[src/rtl/gp_pkg.sv]
package gp_pkg;
  localparam int N_SLOTS = 2;
  localparam int N_DEV   = 2 * N_SLOTS;

  localparam logic [3:0] OFF_DATA = 4'h0;
  localparam logic [3:0] OFF_STAT = 4'h4;
  localparam logic [3:0] OFF_MODE = 4'h8;
  localparam logic [3:0] OFF_CTRL = 4'hA;
  localparam logic [3:0] OFF_RATE = 4'hE;

  localparam int CB_TXEN = 0;
  localparam int CB_SEL  = 1;
  localparam int CB_RXEN = 2;
  localparam int CB_CLRI = 4;
  localparam int CB_SRST = 6;
  localparam int CB_AIE  = 12;
  localparam int CB_SLOT = 13;

  localparam int SB_TXRDY  = 0;
  localparam int SB_RXNE   = 1;
  localparam int SB_TXDONE = 2;
  localparam int SB_ACKIN  = 7;
  localparam int SB_INTR   = 9;

  typedef enum logic [1:0] {XS_IDLE, XS_WAIT, XS_STRB, XS_SAMP} xstate_t;
endpackage

[src/rtl/gp_fifo.sv]
module gp_fifo #(
  parameter int W     = 8,
  parameter int DEPTH = 8
) (
  input  logic         clk,
  input  logic         rst_n,
  input  logic         clr_i,
  input  logic         push_i,
  input  logic         pop_i,
  input  logic [W-1:0] din_i,
  output logic [W-1:0] dout_o,
  output logic         empty_o,
  output logic         full_o,
  output logic [$clog2(DEPTH):0] cnt_o
);
  localparam int AW = $clog2(DEPTH);

  logic [W-1:0]  mem_q [DEPTH];
  logic [AW-1:0] wp_q, wp_d, rp_q, rp_d;
  logic [AW:0]   cnt_q, cnt_d;
  logic          take;

  assign empty_o = (cnt_q == '0);
  assign full_o  = (cnt_q == (AW+1)'(DEPTH));
  assign dout_o  = mem_q[rp_q];
  assign cnt_o   = cnt_q;

  // a push into a full queue without a pop drops the oldest entry
  always_comb begin
    take  = (pop_i && !empty_o) || (push_i && full_o);
    wp_d  = push_i ? wp_q + 1'b1 : wp_q;
    rp_d  = take ? rp_q + 1'b1 : rp_q;
    cnt_d = cnt_q + (push_i ? 1'b1 : 1'b0) - (take ? 1'b1 : 1'b0);
    if (clr_i) begin
      wp_d  = '0;
      rp_d  = '0;
      cnt_d = '0;
    end
  end

  always_ff @(posedge clk or negedge rst_n) begin
    if (!rst_n) begin
      wp_q  <= '0;
      rp_q  <= '0;
      cnt_q <= '0;
    end else begin
      wp_q  <= wp_d;
      rp_q  <= rp_d;
      cnt_q <= cnt_d;
    end
  end

  always_ff @(posedge clk) begin
    if (push_i && !clr_i) mem_q[wp_q] <= din_i;
  end
endmodule

[src/rtl/gp_xfer.sv]
module gp_xfer
  import gp_pkg::*;
#(
  parameter int BYTE_CLKS = 1088
) (
  input  logic             clk,
  input  logic             rst_n,
  input  logic             start_i,
  input  logic             stop_i,
  input  logic             clr_owner_i,
  input  logic             slot_i,
  input  logic             tx_empty_i,
  input  logic             tx_avail_i,
  input  logic [7:0]       tx_byte_i,
  output logic             tx_pop_o,
  output logic [N_DEV-1:0] dev_strobe_o,
  output logic [7:0]       dev_txd_o,
  input  logic [N_DEV-1:0] dev_ack_i,
  input  logic [8*N_DEV-1:0] dev_rxd_i,
  output logic             done_o,
  output logic             ack_o,
  output logic [7:0]       rx_byte_o,
  output logic             busy_o
);
  localparam int CNT_W = $clog2(BYTE_CLKS + 1);
  localparam logic [CNT_W-1:0] RELOAD = CNT_W'(BYTE_CLKS - 1);

  xstate_t          st_q, st_d;
  logic [CNT_W-1:0] cnt_q, cnt_d;
  logic             kind_q, kind_d;
  logic             own_v_q, own_v_d, own_k_q, own_k_d;
  logic [7:0]       txd_q, txd_d;
  logic [1:0]       idx;
  logic             hit;

  assign idx          = {slot_i, kind_q};
  assign hit          = dev_ack_i[idx];
  assign ack_o        = hit;
  assign rx_byte_o    = hit ? dev_rxd_i[idx*8 +: 8] : 8'hFF;
  assign dev_strobe_o = (st_q == XS_STRB) ? (N_DEV'(1) << idx) : '0;
  assign dev_txd_o    = txd_q;
  assign busy_o       = (st_q != XS_IDLE);

  always_comb begin
    st_d     = st_q;
    cnt_d    = cnt_q;
    kind_d   = kind_q;
    own_v_d  = own_v_q;
    own_k_d  = own_k_q;
    txd_d    = txd_q;
    tx_pop_o = 1'b0;
    done_o   = 1'b0;
    unique case (st_q)
      XS_IDLE: if (start_i) begin
        st_d  = XS_WAIT;
        cnt_d = RELOAD;
      end
      XS_WAIT: if (cnt_q == '0) begin
        if (tx_empty_i) st_d = XS_IDLE;
        else begin
          tx_pop_o = 1'b1;
          txd_d    = tx_byte_i;
          kind_d   = own_v_q ? own_k_q : 1'b0;
          st_d     = XS_STRB;
        end
      end else cnt_d = cnt_q - 1'b1;
      XS_STRB: st_d = XS_SAMP;
      XS_SAMP: if (!hit && !own_v_q && !kind_q) begin
        kind_d = 1'b1;               // primary silent: try storage device
        st_d   = XS_STRB;
      end else begin
        done_o  = 1'b1;
        own_v_d = hit;
        own_k_d = kind_q;
        if (tx_avail_i) begin
          st_d  = XS_WAIT;
          cnt_d = RELOAD;
        end else st_d = XS_IDLE;
      end
      default: st_d = XS_IDLE;
    endcase
    if (clr_owner_i) own_v_d = 1'b0;
    if (stop_i) begin
      st_d     = XS_IDLE;
      tx_pop_o = 1'b0;
      done_o   = 1'b0;
    end
  end

  always_ff @(posedge clk or negedge rst_n) begin
    if (!rst_n) begin
      st_q    <= XS_IDLE;
      cnt_q   <= '0;
      kind_q  <= 1'b0;
      own_v_q <= 1'b0;
      own_k_q <= 1'b0;
      txd_q   <= '0;
    end else begin
      st_q    <= st_d;
      cnt_q   <= cnt_d;
      kind_q  <= kind_d;
      own_v_q <= own_v_d;
      own_k_q <= own_k_d;
      if (tx_pop_o) txd_q <= txd_d;
    end
  end
endmodule

[src/rtl/gp_host.sv]
module gp_host
  import gp_pkg::*;
#(
  parameter int BYTE_CLKS = 1088,
  parameter int Q_DEPTH   = 8
) (
  input  logic        clk,
  input  logic        rst_n,
  input  logic        bus_req,
  input  logic        bus_wr,
  input  logic [3:0]  bus_addr,
  input  logic [31:0] bus_wdata,
  output logic [31:0] bus_rdata,
  output logic [3:0]  dev_strobe_o,
  output logic [7:0]  dev_txd_o,
  input  logic [3:0]  dev_ack_i,
  input  logic [31:0] dev_rxd_i,
  output logic        dev_rst_o,
  output logic        irq_o
);
  localparam int CW = $clog2(Q_DEPTH) + 1;

  logic [1:0]  rsync_q;
  logic        rst_int_n;
  logic [15:0] ctrl_q, ctrl_d, mode_q, mode_d;
  logic        ackin_q, ackin_d, intr_q, intr_d, irq_q, devrst_q;
  logic        wr_data, wr_mode, wr_ctrl, rd_data, rd_stat, soft_rst;
  logic        sel_n, txen_n, start, stop, fire;
  logic        tx_empty, tx_full, tx_pop, rx_empty, rx_full;
  logic [7:0]  tx_dout, rx_dout, rx_byte;
  logic        x_done, x_ack, x_busy;
  logic [CW-1:0] tx_cnt, rx_cnt;
  logic [15:0] stat;

  // asynchronous assert, synchronous release
  always_ff @(posedge clk or negedge rst_n) begin
    if (!rst_n) rsync_q <= 2'b00;
    else        rsync_q <= {rsync_q[0], 1'b1};
  end
  assign rst_int_n = rsync_q[1];

  assign wr_data  = bus_req &&  bus_wr && (bus_addr == OFF_DATA);
  assign wr_mode  = bus_req &&  bus_wr && (bus_addr == OFF_MODE);
  assign wr_ctrl  = bus_req &&  bus_wr && (bus_addr == OFF_CTRL);
  assign rd_data  = bus_req && !bus_wr && (bus_addr == OFF_DATA);
  assign rd_stat  = bus_req && !bus_wr && (bus_addr == OFF_STAT);
  assign soft_rst = wr_ctrl && bus_wdata[CB_SRST];

  assign sel_n  = wr_ctrl ? (bus_wdata[CB_SEL]  && !soft_rst) : ctrl_q[CB_SEL];
  assign txen_n = wr_ctrl ? (bus_wdata[CB_TXEN] && !soft_rst) : ctrl_q[CB_TXEN];
  assign stop   = wr_ctrl && !(sel_n && txen_n);
  assign start  = (wr_data || wr_ctrl) && sel_n && txen_n && !x_busy
                  && (!tx_empty || wr_data);
  assign fire   = x_done && (ackin_q || x_ack) && ctrl_q[CB_AIE];

  gp_fifo #(.W(8), .DEPTH(Q_DEPTH)) u_txq (
    .clk(clk), .rst_n(rst_int_n), .clr_i(soft_rst), .push_i(wr_data),
    .pop_i(tx_pop), .din_i(bus_wdata[7:0]), .dout_o(tx_dout),
    .empty_o(tx_empty), .full_o(tx_full), .cnt_o(tx_cnt));

  gp_fifo #(.W(8), .DEPTH(Q_DEPTH)) u_rxq (
    .clk(clk), .rst_n(rst_int_n), .clr_i(soft_rst), .push_i(x_done),
    .pop_i(rd_data), .din_i(rx_byte), .dout_o(rx_dout),
    .empty_o(rx_empty), .full_o(rx_full), .cnt_o(rx_cnt));

  gp_xfer #(.BYTE_CLKS(BYTE_CLKS)) u_xfer (
    .clk(clk), .rst_n(rst_int_n), .start_i(start), .stop_i(stop),
    .clr_owner_i(wr_ctrl && !sel_n), .slot_i(ctrl_q[CB_SLOT]),
    .tx_empty_i(tx_empty), .tx_avail_i(!tx_empty || wr_data),
    .tx_byte_i(tx_dout), .tx_pop_o(tx_pop), .dev_strobe_o(dev_strobe_o),
    .dev_txd_o(dev_txd_o), .dev_ack_i(dev_ack_i), .dev_rxd_i(dev_rxd_i),
    .done_o(x_done), .ack_o(x_ack), .rx_byte_o(rx_byte), .busy_o(x_busy));

  always_comb begin
    stat            = '0;
    stat[SB_TXRDY]  = !tx_full;
    stat[SB_RXNE]   = !rx_empty;
    stat[SB_TXDONE] = tx_empty;
    stat[SB_ACKIN]  = ackin_q;
    stat[SB_INTR]   = intr_q;
  end

  always_comb begin
    unique case (bus_addr)
      OFF_DATA: bus_rdata = rx_empty ? 32'h0 : {24'h0, rx_dout};
      OFF_STAT: bus_rdata = {16'h0, stat};
      OFF_MODE: bus_rdata = {16'h0, mode_q};
      OFF_CTRL: bus_rdata = {16'h0, ctrl_q};
      default:  bus_rdata = 32'hFFFF_FFFF;
    endcase
  end

  always_comb begin
    ctrl_d  = ctrl_q;
    mode_d  = mode_q;
    ackin_d = ackin_q;
    intr_d  = intr_q;
    if (wr_ctrl) ctrl_d = bus_wdata[15:0];
    if (wr_mode) mode_d = bus_wdata[15:0];
    if (start)   ctrl_d[CB_RXEN] = 1'b1;
    if (rd_stat) ackin_d = 1'b0;
    if (x_done && x_ack) ackin_d = 1'b1;
    if (wr_ctrl && bus_wdata[CB_CLRI]) intr_d = 1'b0;
    if (fire)    intr_d = 1'b1;
    if (soft_rst) begin
      ctrl_d  = '0;
      mode_d  = '0;
      ackin_d = 1'b0;
      intr_d  = 1'b0;
    end
  end

  always_ff @(posedge clk or negedge rst_int_n) begin
    if (!rst_int_n) begin
      ctrl_q   <= '0;
      mode_q   <= '0;
      ackin_q  <= 1'b0;
      intr_q   <= 1'b0;
      irq_q    <= 1'b0;
      devrst_q <= 1'b0;
    end else begin
      ctrl_q   <= ctrl_d;
      mode_q   <= mode_d;
      ackin_q  <= ackin_d;
      intr_q   <= intr_d;
      irq_q    <= fire;
      devrst_q <= wr_ctrl && !sel_n;
    end
  end

  assign irq_o     = irq_q;
  assign dev_rst_o = devrst_q;
endmodule

[config.mk]
export PLATFORM = sky130hd
export DESIGN_NAME = gp_host
export DESIGN_NICKNAME = d
export VERILOG_FILES = /design/src/rtl/gp_pkg.sv /design/src/rtl/gp_fifo.sv /design/src/rtl/gp_xfer.sv /design/src/rtl/gp_host.sv
export SDC_FILE = /design/constraint.sdc
export NUM_CORES = 1
export LEC_CHECK = 0
export ABC_AREA = 1
export BUFFER_PORTS_ARGS = -buffer_cell sky130_fd_sc_hd__clkbuf_2
export CELL_PAD_IN_SITES_DETAIL_PLACEMENT = 0
export CELL_PAD_IN_SITES_GLOBAL_PLACEMENT = 1
export CORE_MARGIN = 2
export CORE_UTILIZATION = 41
export CTS_CLUSTER_DIAMETER = 80
export CTS_CLUSTER_SIZE = 28
export DETAILED_ROUTE_END_ITERATION = 16
export PLACE_DENSITY = 0.87
export SLEW_MARGIN = 25
export SYNTH_ARGS = -nofsm -noshare
export SYNTH_HDL_FRONTEND = slang
export SYNTH_SLANG_ARGS = --single-unit
[constraint.sdc]
create_clock -name clk -period 2.58 [get_ports clk]
set_clock_uncertainty 0.1 [all_clocks]
set_input_delay 0.387 -clock clk [delete_from_list [all_inputs] [get_ports clk]]
set_output_delay 0.387 -clock clk [all_outputs]
set_load 0.005 [all_outputs]
==> impl_results.md <==
- Root buf cell: clkbuf_16
- Diode count: 0
- Gpl congestion: 0.807
- Layout overhead on the synthesized area: 20.0%
- Syn nets: 1,030
- Post-DP HPWL: 15,800 µm
- VDD IR-drop max: 0.366 mV
- Share of post-route cells with drive strength above 1: 0.243
- Synth cell types: 42
- Fraction of the cycle the final worst path needs: 0.978
- Vias in the first global route: 6,791
- Async SR Flop Fraction: 0.390
- Die Footprint: 24,700 µm²
- H-tree depth: 1
- Storage element area: 5900 µm²
- Routed Antenna Nets: 0
- Finished Cell Area: 11,600 µm²
- Die W: 157 µm
- Clk_lat worst skew: 480 ps
- Deepest clock path buffer count: 3
- Core Region: 23,300 µm²
- Initial antenna violation count: 1
- CP peak stage delay: 430 ps
- Area of the multi-input gates: 3210 µm²
- GRT Residual Overflow: 0
- Min-delay worst type: input port to register
- First-pass iteration count of the detailed router: 5
- Number of standard cells after synthesis: 936
- Top delay family on crit path: buffers and inverters
- Worst Path Arrival: 2040 ps
- Vias/cell: 5.14
- I/O Pins: 122
- Worst-Margin Slew: 757 ps
- Syn_area_per_cell: 10.3 µm²
- Gr busiest metal: met2
- Top FF cell, synth: edfxtp_1
- Drt initial violations: 596
- CTS tree: yes
- Most frequent cells in the layout: nand2_1, edfxtp_1, nor2_1
- Final #Nets: 1,193
- Row Count: 56
- Port bufs: 105
- # DRC: 0
- First-pass GRT wire length: 35,200 µm
- CP max FO: 5
- CP Cell Sequence: clkinvlp_4 > buf_6 > buf_4 > nor2_1 > o221ai_2 > nand3_1 > nand3_1 > buf_2
- Max Cap Violations: 0
- Crit end category: primary output
- Most common cell after layout, fill and taps aside: nand2_1
- RSZ-0062 raised after global routing: true
- WS Path Type: register to primary output
- Slowest cell on the critical path: dfrtp_2
- Met1 global-route usage: 0.255
- Seq/Total Area, Yosys: 0.612
- Total Wirelength: 22,800 µm
- CTS buffer count: 13
- Buf+Inv Stages, Crit Path: 4
- Largest net degree at the start of global routing: 39
- Met3 usage: 0.0234
- Data required time of the critical path: 2090 ps
- Max-slew violation count: 0
- Final setup fails: 0
- Met2 GRT Util: 0.291
- Status: finished, final reports clean
- Seq cells post-synth: 210
- Max Fclk: 396 MHz
- Static Leak: 4.83 nW
- Total power: 0.00984 W
- Post-synth EDFFs: 128
- CTS Sinks: 210
- Final Hold Viols: 0
- Most used cell, CP: nand3_1
- Clock-pin slew on the worst setup and hold paths: 100 ps
- Tmin final: 2520 ps
- Pwr/cell area: 851 nW/µm²
- Placed instance count: 1,390
- Mapped Area: 9640 µm²
- Synth Warn #: 0
- Wire per inst: 16.0 µm
- CP Launch Type: register
- Die Height: 157 µm
- Starting Density: 0.414
- FILL cells: 2,103
- Finished Layout Cells: 1,424
- Max-slew headroom: 0.495
- DP Area: 10,900 µm²
- Vias: 7,313
- GRT Overall Usage: 0.179
final cells by class:
| cell class | instances | area share |
|---|---|---|
| clock buffer | 16 | 0.0291 |
| clock inverter | 5 | 0.00801 |
| inverter | 84 | 0.0280 |
| multi-input combinational | 588 | 0.278 |
| sequential | 210 | 0.510 |
| tap | 319 | 0.0345 |
| timing repair buffer | 201 | 0.111 |
| timing repair inverter | 1 | 0.000649 |
repair_timing:
action,CTS,global route
setup buffers,0,11
resized for setup,4,38
hold buffers,1,0
setup endpoints to repair,7,14
endpoints found under the hold margin,2,0
pin swaps,0,14
cloned,0,1
flip-flops by register name, indices dropped and copies added (netlist names), 4 cells and up:
name,count
ctrl_q,16
u_rxq.cnt_o,4
u_xfer.cnt_q,11
mode_q,16
u_xfer.dev_txd_o,8
u_rxq.mem_q,64
u_txq.cnt_o,4
u_txq.mem_q,64
worst paths after layout:
kind                          startpoint         endpoint  slack (ps)  depth (start not counted)
setup / recovery           u_rxq.rp_q[0]     bus_rdata[2]          60                          8
hold / removal             bus_wdata[11]       ctrl_q[11]          70                          3
setup reg to reg              ctrl_q[13]   u_rxq.cnt_o[1]         140                         13
hold reg to reg               rsync_q[1]    u_xfer.kind_q         180                          0
max in group asynchronous     rsync_q[1]  u_xfer.cnt_q[0]        1550                          1
min in group asynchronous          rst_n       rsync_q[1]         150                          2
worst reg2reg max path: cells and delay by family (launching register included):
family | cells | cell delay (ps)
flops | 1 | 480
simple gates | 7 | 630
compound gates | 1 | 200
buf+inv | 3 | 240
fa+ha+maj | 2 | 730
power breakdown:
| part | switching (W) | leakage, nW | internal, W |
|---|---|---|---|
| registers | 0.000311 | 2.15 | 0.00412 |
| clock network | 0.00118 | 0.203 | 0.00100 |
| logic | 0.00199 | 2.49 | 0.00125 |
per-layer routing:
layer  wire length, µm  vias up
li1                  -     3586
met1             10400     3455
met2             10600      237
met3              1330       35
met4               496        0
met5                 0        -
kinds of logic after synthesis:
kind of cell | count (synthesis) | share of synthesized area
compound gates | 203 | 0.126
xor+xnor | 11 | 0.0100
fa+ha+maj | 18 | 0.0249
buf+inv | 138 | 0.0634
flops | 210 | 0.612
mux | 2 | 0.00208
other cells | 1 | 0.000389
simple gates | 353 | 0.161
cell usage after synthesis, types with 13 or more instances:
master | number | area (µm²)
edfxtp_1 | 128 | 3840
a21oi_1 | 13 | 65.1
nand4_1 | 17 | 106
nand2_1 | 140 | 526
o221ai_1 | 30 | 263
dfrtp_1 | 82 | 2050
buf_4 | 18 | 135
clkbuf_1 | 24 | 90.1
inv_1 | 75 | 282
o21ai_1 | 22 | 110
o21ai_0 | 101 | 505
nand3_1 | 49 | 245
nor2_1 | 108 | 405
ha_1 | 16 | 200
metrics by stage:
step | setup TNS [ps] | hold WS [ps] | utilization | worst slack, ps
after floorplan | 0 | -8.59 | - | 27.1
after global placement | -12.4 | 80.5 | 0.469 | -11.4
after detailed placement | -350 | 82.2 | 0.469 | -85.0
after CTS | -26.3 | 58.1 | 0.488 | -13.7
after global routing | -205 | 84.6 | 0.497 | -62.6
final | 0 | 70.7 | 0.497 | 57.6
No activity file was read; power rests on OpenSTA's default activity.
